[src/rtl/mhf_pkg.sv]
package mhf_pkg;
   localparam logic [31:0] CRC_POLY = 32'h04C1_1DB7;
   localparam logic [31:0] CRC_SEED = 32'hFFFF_FFFF;

   // byte enters low bit first
   function automatic logic [31:0] crc_step_lsb(input logic [31:0] c, input logic [7:0] d);
      logic [31:0] r;
      logic fb;
      r = c;
      for (int j = 0; j < 8; j++) begin
         fb = r[31] ^ d[j];
         r  = {r[30:0], 1'b0};
         if (fb) r = r ^ CRC_POLY;
      end
      return r;
   endfunction

   // byte enters high bit first
   function automatic logic [31:0] crc_step_msb(input logic [31:0] c, input logic [7:0] d);
      logic [31:0] r;
      logic fb;
      r = c;
      for (int j = 7; j >= 0; j--) begin
         fb = r[31] ^ d[j];
         r  = {r[30:0], 1'b0};
         if (fb) r = r ^ CRC_POLY;
      end
      return r;
   endfunction
endpackage

[src/rtl/mhf_addr_crc.sv]
module mhf_addr_crc
   import mhf_pkg::*;
#(
   parameter int ADDR_BYTES    = 6,
   parameter int IDX_W         = 6,
   parameter bit BIT_LSB_FIRST = 1'b1
) (
   input  logic             clk,
   input  logic             rst_n,
   input  logic             addr_valid,
   input  logic             addr_start,
   input  logic [7:0]       addr_byte,
   output logic             done,
   output logic             is_mcast,
   output logic             is_bcast,
   output logic [IDX_W-1:0] index
);
   localparam int CNT_W = $clog2(ADDR_BYTES + 1);
   localparam logic [CNT_W-1:0] LAST = CNT_W'(ADDR_BYTES);

   logic [CNT_W-1:0] cnt_q;
   logic [31:0]      crc_q, crc_base, crc_nxt;
   logic             mc_q, bc_q, done_q;

   generate
      if (ADDR_BYTES < 2) begin : g_bad_len
         $error("ADDR_BYTES must be at least 2");
      end
      if (IDX_W < 1 || IDX_W > 32) begin : g_bad_idx
         $error("IDX_W must be within 1..32");
      end
   endgenerate

   assign crc_base = addr_start ? CRC_SEED : crc_q;

   generate
      if (BIT_LSB_FIRST) begin : g_lsb
         assign crc_nxt = crc_step_lsb(crc_base, addr_byte);
      end else begin : g_msb
         assign crc_nxt = crc_step_msb(crc_base, addr_byte);
      end
   endgenerate

   always_ff @(posedge clk) begin
      if (!rst_n) begin
         cnt_q  <= '0;
         crc_q  <= CRC_SEED;
         mc_q   <= 1'b0;
         bc_q   <= 1'b0;
         done_q <= 1'b0;
      end else begin
         done_q <= 1'b0;
         if (addr_valid) begin
            if (addr_start) begin
               cnt_q <= CNT_W'(1);
               crc_q <= crc_nxt;
               mc_q  <= addr_byte[0];
               bc_q  <= &addr_byte;
            end else if (cnt_q != '0 && cnt_q != LAST) begin
               cnt_q <= cnt_q + CNT_W'(1);
               crc_q <= crc_nxt;
               bc_q  <= bc_q & (&addr_byte);
               if (cnt_q == LAST - CNT_W'(1)) done_q <= 1'b1;
            end
         end
      end
   end

   assign done     = done_q;
   assign is_mcast = mc_q;
   assign is_bcast = bc_q;
   assign index    = crc_q[31 -: IDX_W];

   // decision strobe lasts one cycle
   a_r8_single_pulse: assert property (@(posedge clk) disable iff (!rst_n)
      done_q |=> !done_q);
   // decision follows a taken byte
   a_r8_after_byte: assert property (@(posedge clk) disable iff (!rst_n)
      done_q |-> $past(addr_valid));
   // byte counter never passes the address length
   a_r10_count_cap: assert property (@(posedge clk) disable iff (!rst_n)
      cnt_q <= LAST);
endmodule

[src/rtl/mhf_hash_table.sv]
module mhf_hash_table #(
   parameter int REG_W      = 32,
   parameter int TABLE_BITS = 64,
   parameter int IDX_W      = 6,
   parameter int NREGS      = 2,
   parameter int SEL_W      = 1
) (
   input  logic             clk,
   input  logic             rst_n,
   input  logic             wr,
   input  logic [SEL_W-1:0] sel,
   input  logic [REG_W-1:0] wdata,
   input  logic [IDX_W-1:0] index,
   output logic             hit
);
   logic [REG_W-1:0]      regs_q [NREGS];
   logic [TABLE_BITS-1:0] flat;

   generate
      if (NREGS * REG_W != TABLE_BITS) begin : g_bad_split
         $error("TABLE_BITS must equal NREGS * REG_W");
      end
      for (genvar k = 0; k < NREGS; k++) begin : g_reg
         always_ff @(posedge clk) begin
            if (!rst_n) regs_q[k] <= '0;
            else if (wr && sel == SEL_W'(k)) regs_q[k] <= wdata;
         end
         assign flat[k*REG_W +: REG_W] = regs_q[k];

         // a write lands in the selected register only
         a_r11_write_lands: assert property (@(posedge clk) disable iff (!rst_n)
            (wr && sel == SEL_W'(k)) |=> regs_q[k] == $past(wdata));
         a_r11_other_kept: assert property (@(posedge clk) disable iff (!rst_n)
            (!wr || sel != SEL_W'(k)) |=> $stable(regs_q[k]));
      end
   endgenerate

   assign hit = flat[index];
endmodule

[src/rtl/mcast_hash_filter.sv]
module mcast_hash_filter #(
   parameter int ADDR_BYTES    = 6,
   parameter int REG_W         = 32,
   parameter int TABLE_BITS    = 64,
   parameter bit BIT_LSB_FIRST = 1'b1,
   localparam int IDX_W        = $clog2(TABLE_BITS),
   localparam int NREGS        = TABLE_BITS / REG_W,
   localparam int SEL_W        = (NREGS > 1) ? $clog2(NREGS) : 1
) (
   input  logic             clk,
   input  logic             rst_n,
   input  logic             cfg_hash_en,
   input  logic             hash_wr,
   input  logic [SEL_W-1:0] hash_sel,
   input  logic [REG_W-1:0] hash_wdata,
   input  logic             addr_valid,
   input  logic             addr_start,
   input  logic [7:0]       addr_byte,
   output logic             dec_valid,
   output logic             dec_accept,
   output logic [IDX_W-1:0] dec_index
);
   logic             done, mc, bc, hit;
   logic [IDX_W-1:0] idx;

   generate
      if ((1 << IDX_W) != TABLE_BITS) begin : g_bad_table
         $error("TABLE_BITS must be a power of two");
      end
   endgenerate

   mhf_addr_crc #(
      .ADDR_BYTES(ADDR_BYTES), .IDX_W(IDX_W), .BIT_LSB_FIRST(BIT_LSB_FIRST)
   ) u_crc (
      .clk(clk), .rst_n(rst_n), .addr_valid(addr_valid), .addr_start(addr_start),
      .addr_byte(addr_byte), .done(done), .is_mcast(mc), .is_bcast(bc), .index(idx)
   );

   mhf_hash_table #(
      .REG_W(REG_W), .TABLE_BITS(TABLE_BITS), .IDX_W(IDX_W), .NREGS(NREGS), .SEL_W(SEL_W)
   ) u_tbl (
      .clk(clk), .rst_n(rst_n), .wr(hash_wr), .sel(hash_sel), .wdata(hash_wdata),
      .index(idx), .hit(hit)
   );

   assign dec_valid  = done;
   assign dec_index  = idx;
   assign dec_accept = done & (bc | (mc & cfg_hash_en & hit));

   // broadcast passes whatever the configuration
   a_r7_bcast_pass: assert property (@(posedge clk) disable iff (!rst_n)
      (dec_valid && bc) |-> dec_accept);
   // unicast never passes
   a_r6_ucast_block: assert property (@(posedge clk) disable iff (!rst_n)
      (dec_valid && !mc) |-> !dec_accept);
endmodule

[config.mk]
export PLATFORM = sky130hd
export DESIGN_NAME = mcast_hash_filter
export DESIGN_NICKNAME = d
export VERILOG_FILES = /design/src/rtl/mhf_pkg.sv /design/src/rtl/mhf_addr_crc.sv /design/src/rtl/mhf_hash_table.sv /design/src/rtl/mcast_hash_filter.sv
export SDC_FILE = /design/constraint.sdc
export NUM_CORES = 1
export LEC_CHECK = 0
export ABC_CLOCK_PERIOD_IN_PS = 4100
export CORE_ASPECT_RATIO = 0.75
export CORE_MARGIN = 2
export CORE_UTILIZATION = 55
export CTS_BUF_LIST = sky130_fd_sc_hd__clkbuf_8
export DETAILED_ROUTE_END_ITERATION = 7
export GPL_TIMING_DRIVEN = 0
export PLACE_DENSITY_LB_ADDON = 0.05
export SYNTH_ARGS = -nofsm -noshare
export SYNTH_HDL_FRONTEND = slang
export SYNTH_SLANG_ARGS = --single-unit
[constraint.sdc]
create_clock -name clk -period 4.1 [get_ports clk]
set_clock_uncertainty 0.1 [all_clocks]
set_input_delay 0.615 -clock clk [delete_from_list [all_inputs] [get_ports clk]]
set_output_delay 0.615 -clock clk [all_outputs]
set_load 0.1 [all_outputs]
Word-level counts from Yosys, hierarchy flattened --
Memory sizes are Yosys's and may differ from the RTL's. Index checks and enable logic that the tools add are counted.
Cells by class: add/sub/neg operators 1, $lt $le $gt $ge 1, eq/ne operators 2, multiplexer cells 27, bitwise gates (word level) 27, reduce and logical (&&, ||, !) cells 9
Operators with widths (count):
- $mux W27 | 8
- $mux W32 | 5
- $not A14 Y14 | 8
- $mux W1 | 11
- $reduce_and A8 Y1 | 1
- $xor A1 B1 Y1 | 8
- $lt A6 B7 Y1 const B | 1
- $bmux W1 S6 | 1
- $mux W3 | 2
- $and A1 B1 Y1 | 4
- $not A1 Y1 | 4
- $reduce_and A2 Y1 | 2
- $reduce_or A4 Y1 | 1
- $add A3 B1 Y3 const B | 1
- $eq A3 B3 Y1 const B | 1
- $logic_and A1 B1 Y1 | 3
- $ne A3 B3 Y1 const B | 1
- $or A1 B1 Y1 | 3
- $reduce_bool A3 Y1 | 1
- $reduce_bool A2 Y1 | 1
Word-level totals: bits in registers 38, RAM bits 64, input port bits 47, memories 1
Memory list:
- u_tbl.regs_q | depth 2, width 32, read ports 2, clocked after Yosys merged registers in 0, write ports 2, line mhf_hash_table.sv:16 | logic [REG_W-1:0] regs_q [NREGS];

Logic depth before layout (Yosys ltp) --
depth in word-level cells 19, mapped depth 8, gate-level depth less buffers 7

Modules after synthesis --
From an unflattened synthesis, not the netlist that was laid out.
Second synthesis, totals: cell total of the unflattened synthesis 475, area total of the unflattened synthesis 5482.8 sq um
Modules (own cells, without submodules):
- mhf_hash_table | times used 1, cells an instance 179, area each 2917.8 sq um
- mhf_addr_crc | times used 1, cells an instance 294, area each 2552.4 sq um
- mcast_hash_filter | times used 1, cells an instance 2, area each 12.5 sq um

Worst setup path before layout --
No wires, ideal clock.
path kind register to output, start register u_crc.crc_q[27], end output dec_accept, arrival time 2.808 ns, slack 0.577 ns, stages on the path, launching flop included 8, path buffers 2, path through dfxtp_1 > buf_2 > buf_2 > mux4_2 > mux2i_1 > a211oi_1 > a21oi_1 > o21ai_1
Between the ends: cells in the longest elaborated chain, start to end 5
RTL lines:
- start, declared | line mhf_addr_crc.sv:22 | logic [31:0] crc_q, crc_base, crc_nxt;
- start signal, assigned | line mhf_addr_crc.sv:56 | crc_q <= crc_nxt;
- start signal, assigned | line mhf_addr_crc.sv:61 | crc_q <= crc_nxt;
- $bmux W1 S6 | line mhf_hash_table.sv:38 | assign hit = flat[index];
- $mux W1 (not written as such) | line mhf_hash_table.sv:38
- $and A1 B1 Y1 | line mcast_hash_filter.sv:48 | assign dec_accept = done & (bc | (mc & cfg_hash_en & hit));
- $or A1 B1 Y1 | line mcast_hash_filter.sv:48
- $and A1 B1 Y1 | line mcast_hash_filter.sv:48
- end, declared | line mcast_hash_filter.sv:20 | output logic dec_accept,
Every way passes these cells. The select of a mux whose other input is x is not followed.

Final worst setup path --
Same ends and word-level chain as after synthesis.

==> results.txt <==
----------------------------------------------------
[Run status]
  Result of the run ... complete, no violations

[Power]
  Total power divided by cell area ... 426 nW/um2
  Worst voltage drop across the vdd grid ... 217 uV
  Leakage component of the power ... 2.42 nW

[Floorplanning]
  Total die area ... 10800 um2
  Width of the die ... 119 um
  Core area ... 9660 um2
  I/O pins ... 55
  Core Rows ... 31
  Initial Utilization ... 56.7%
  Die outline height ... 90.4 um

[Synth]
  Synthesis-stage register bit count ... 102
  Synth Warn # ... 0
  Part of the Yosys area used for sequential elements ... 49.0%
  Area of the mapped netlist ... 5480 um2
  Synthesized area per cell ... 11.8 um2
  Number of different library cells in the post-synthesis netlist ... 44
  Async set or reset register ratio after synthesis ... 0%
  Net count after synthesis ... 514
  Number of cells produced by synthesis ... 463
  Post-synth top flop ... edfxtp_1
  Count of flip-flops with a built-in enable after synthesis ... 64

[Critical path]
  Data required, critical path ... 3.38 ns
  Setup slack of the worst register-to-register path ... 1.75 ns
  Maximum net fanout on the critical path ... 10
  Launch point of the worst reg-to-reg path ... u_crc.cnt_q[0]$_SDFFE_PN0P_
  Crit Path Class ... reg2out
  Worst Reg-to-Reg Cells ... 7
  CP arrival ... 3.11 ns
  Kind of start point of the critical path ... flip-flop
  Setup crit end kind ... primary output
  End of the worst register-to-register path ... u_crc.crc_q[28]$_SDFFE_PN1P_

[Final layout]
  Share of cells above drive strength 1 ... 13.4%
  Number of standard cells in the layout, taps in and fillers out ... 663
  Synthesis-to-finish area growth ... 16.8%
  Diodes inserted ... 0
  Summed area of non-filler cells in the final layout ... 6400 um2
  Commonest cells after routing, fill and taps aside ... and2_1 (64), edfxtp_1 (64), xnor2_1 (50), clkdlybuf4s50_1 (50)
  # fillers ... 742
  Nets ... 577

[Global routing]
  Antenna violations before repair ... 0
  Total congestion overflow after global routing ... 0
  Overall routing resource usage ... 24.0%
  Number of global-route vias before repair ... 3576
  Largest net degree at the start of global routing ... 33
  Wire length of the first global-routing pass ... 19600 um

[Clocking]
  Number of buffers inserted during clock tree synthesis ... 9
  Clock Sink Count ... 102
  Maximum buffer depth of the clock tree ... 2
  Clock Root Buffer ... clkbuf_8
  Worst-Skew Late Latency ... 0.37 ns
  Htree depth ... 3
  Clock transition time at the flip-flop clock pins of the worst setup and hold paths ... 0.10 ns
  Total setup buffers inserted after CTS ... 0
  CTS tree ... yes

[Place]
  Area after detailed placement ... 6190 um2
  Number of cells in the design after placement ... 647
  Estimated wirelength of the detail-placed design ... 9020 um
  Number of buffers added on ports ... 51
  Final weighted congestion in routability-driven placement ... 0.856

[Flow run]
  Number of max-cap violations ... 0

[Min path]
  Number of cells on the worst hold path ... 2
  Min-Delay Startpoint ... u_crc.crc_q[2]$_SDFFE_PN1P_
  Worst min-delay path category ... reg2reg
  Worst Hold Path EP ... u_crc.crc_q[2]$_SDFFE_PN1P_

[Drt]
  Post-detailed-route wirelength per cell ... 18.4 um
  Vias per cell ... 5.55
  DR pass1 iterations ... 5
  Detailed Route Iter0 Violations ... 396
  DR vias ... 3678
  Antenna Violating Nets Remaining ... 0
  Remaining routing DRC violations ... 0
  Routed wire length ... 12200 um

[Timing]
  Total setup violations reported at the end of the flow ... 0
  Normalized max-slew margin ... 34.9%
  Worst slack on hold paths ... 0.387 ns
  Fmax achieved ... 261 MHz
  Hold Fails Final Rpt ... 0
  Max Transition Viols Final ... 0
  Shortest clock period the worst path allows after layout ... 3.83 ns
  Final period utilization ... 93.4%
  Tightest Pin Transition ... 0.974 ns
  RSZ-0062 raised after global routing ... no

----------------------------------------------------
through the flow:
| step | TNS, ns | setup WS [ns] | util [%] | power [mW] |
|---|---|---|---|---|
| global route | 0 | 0.0831 | 66.2 | 2.84 |
| floorplan | 0 | 0.577 | - | 1.89 |
| detailed placement | -0.0166 | -0.0166 | 64.1 | 2.10 |
| finish | 0 | 0.271 | 66.2 | 2.73 |
| global placement | -31.14 | -0.974 | 63.7 | 2.08 |
| CTS | 0 | 0.188 | 66.2 | 2.73 |
state kept, by name, indices dropped and copies added (netlist names):
signal          cells
u_tbl.regs_q       64
u_crc.cnt_q         3
u_crc.is_mcast      1
u_crc.done          1
u_crc.is_bcast      1
u_crc.crc_q        32
metal layers:
metal	vias to the layer above	global-route usage, %	routed length [um]
met5	-	0	0
met4	0	5.06	102
met3	9	4.48	707
met2	112	34.7	5200
met1	1832	37.6	6210
li1	1725	-	-
worst max-delay path: stages, from the launching register on:
cell and delay, ns:
dfxtp_1 0.45, clkbuf_4 0.32, mux4_2 0.56, mux4_2 0.47
a21oi_1 0.32, o21ai_1 0.15, clkdlybuf4s15_2 0.48
layout make-up:
type | instances | area (um2) | area share (%)
Buffer | 37 | 185 | 2.89
Clock buffer | 9 | 124 | 1.94
Clock inverter | 7 | 73.8 | 1.15
Inverter | 4 | 15.0 | 0.235
Multi-Input combinational cell | 320 | 2610 | 40.8
Sequential cell | 102 | 2680 | 41.9
Tap cell | 132 | 165 | 2.58
Timing Repair Buffer | 52 | 539 | 8.43
how the worst max path moves through the flow:
stage          slack, ns                    startpoint                                end  cells past startpoint
6_report            0.27  u_crc.crc_q[27]$_SDFFE_PN1P_                         dec_accept                      6
5_1_grt             0.08  u_crc.crc_q[27]$_SDFFE_PN1P_                         dec_accept                      8
3_5_place_dp       -0.02  u_crc.crc_q[28]$_SDFFE_PN1P_                         dec_accept                      6
4_1_cts             0.19  u_crc.crc_q[27]$_SDFFE_PN1P_                         dec_accept                      6
2_1_floorplan       0.58  u_crc.crc_q[27]$_SDFFE_PN1P_                         dec_accept                      7
3_3_place_gp       -0.97                       hash_wr  u_tbl.regs_q[0][20]$_SDFFCE_PN0P_                      3
power breakdown:
group          internal [mW]  switching [mW]
Sequential              1.19          0.0522
Combinational          0.405           0.434
Clock                  0.285           0.363
synth_stat cells, types with 4 or more instances:
master / n / share of area [%]
mux4_2: 17 / 7.0
buf_2: 7 / 0.64
inv_1: 4 / 0.27
dfxtp_1: 38 / 14
clkbuf_1: 21 / 1.4
nand2_1: 37 / 2.5
nand3_1: 5 / 0.46
o211ai_1: 28 / 3.8
xnor2_2: 9 / 2.7
xor2_1: 19 / 3.0
and2_1: 64 / 7.3
xnor2_1: 50 / 8.0
mux2i_1: 4 / 0.73
ha_1: 4 / 0.91
buf_4: 7 / 0.96
edfxtp_1: 64 / 35
xnor3_1: 4 / 1.6
nor2_1: 38 / 2.6
logic make-up after synthesis:
logic type	share of synthesized area, %
XOR/XNOR	17.5
multiplexers	7.93
AND/OR/NAND/NOR	14.9
buffers and inverters	3.59
adder cells (fa/ha/maj)	0.914
flip-flops	49.0
AO/OA/AOI/OAI	6.24
timing repair:
action / in CTS / in global routing
endpoints found under the setup margin: 1 / 1
hold buffers: 0 / 0
resized for setup: 4 / 1
endpoints found under the hold margin: 0 / 0
(Power assumes the default switching activity.)
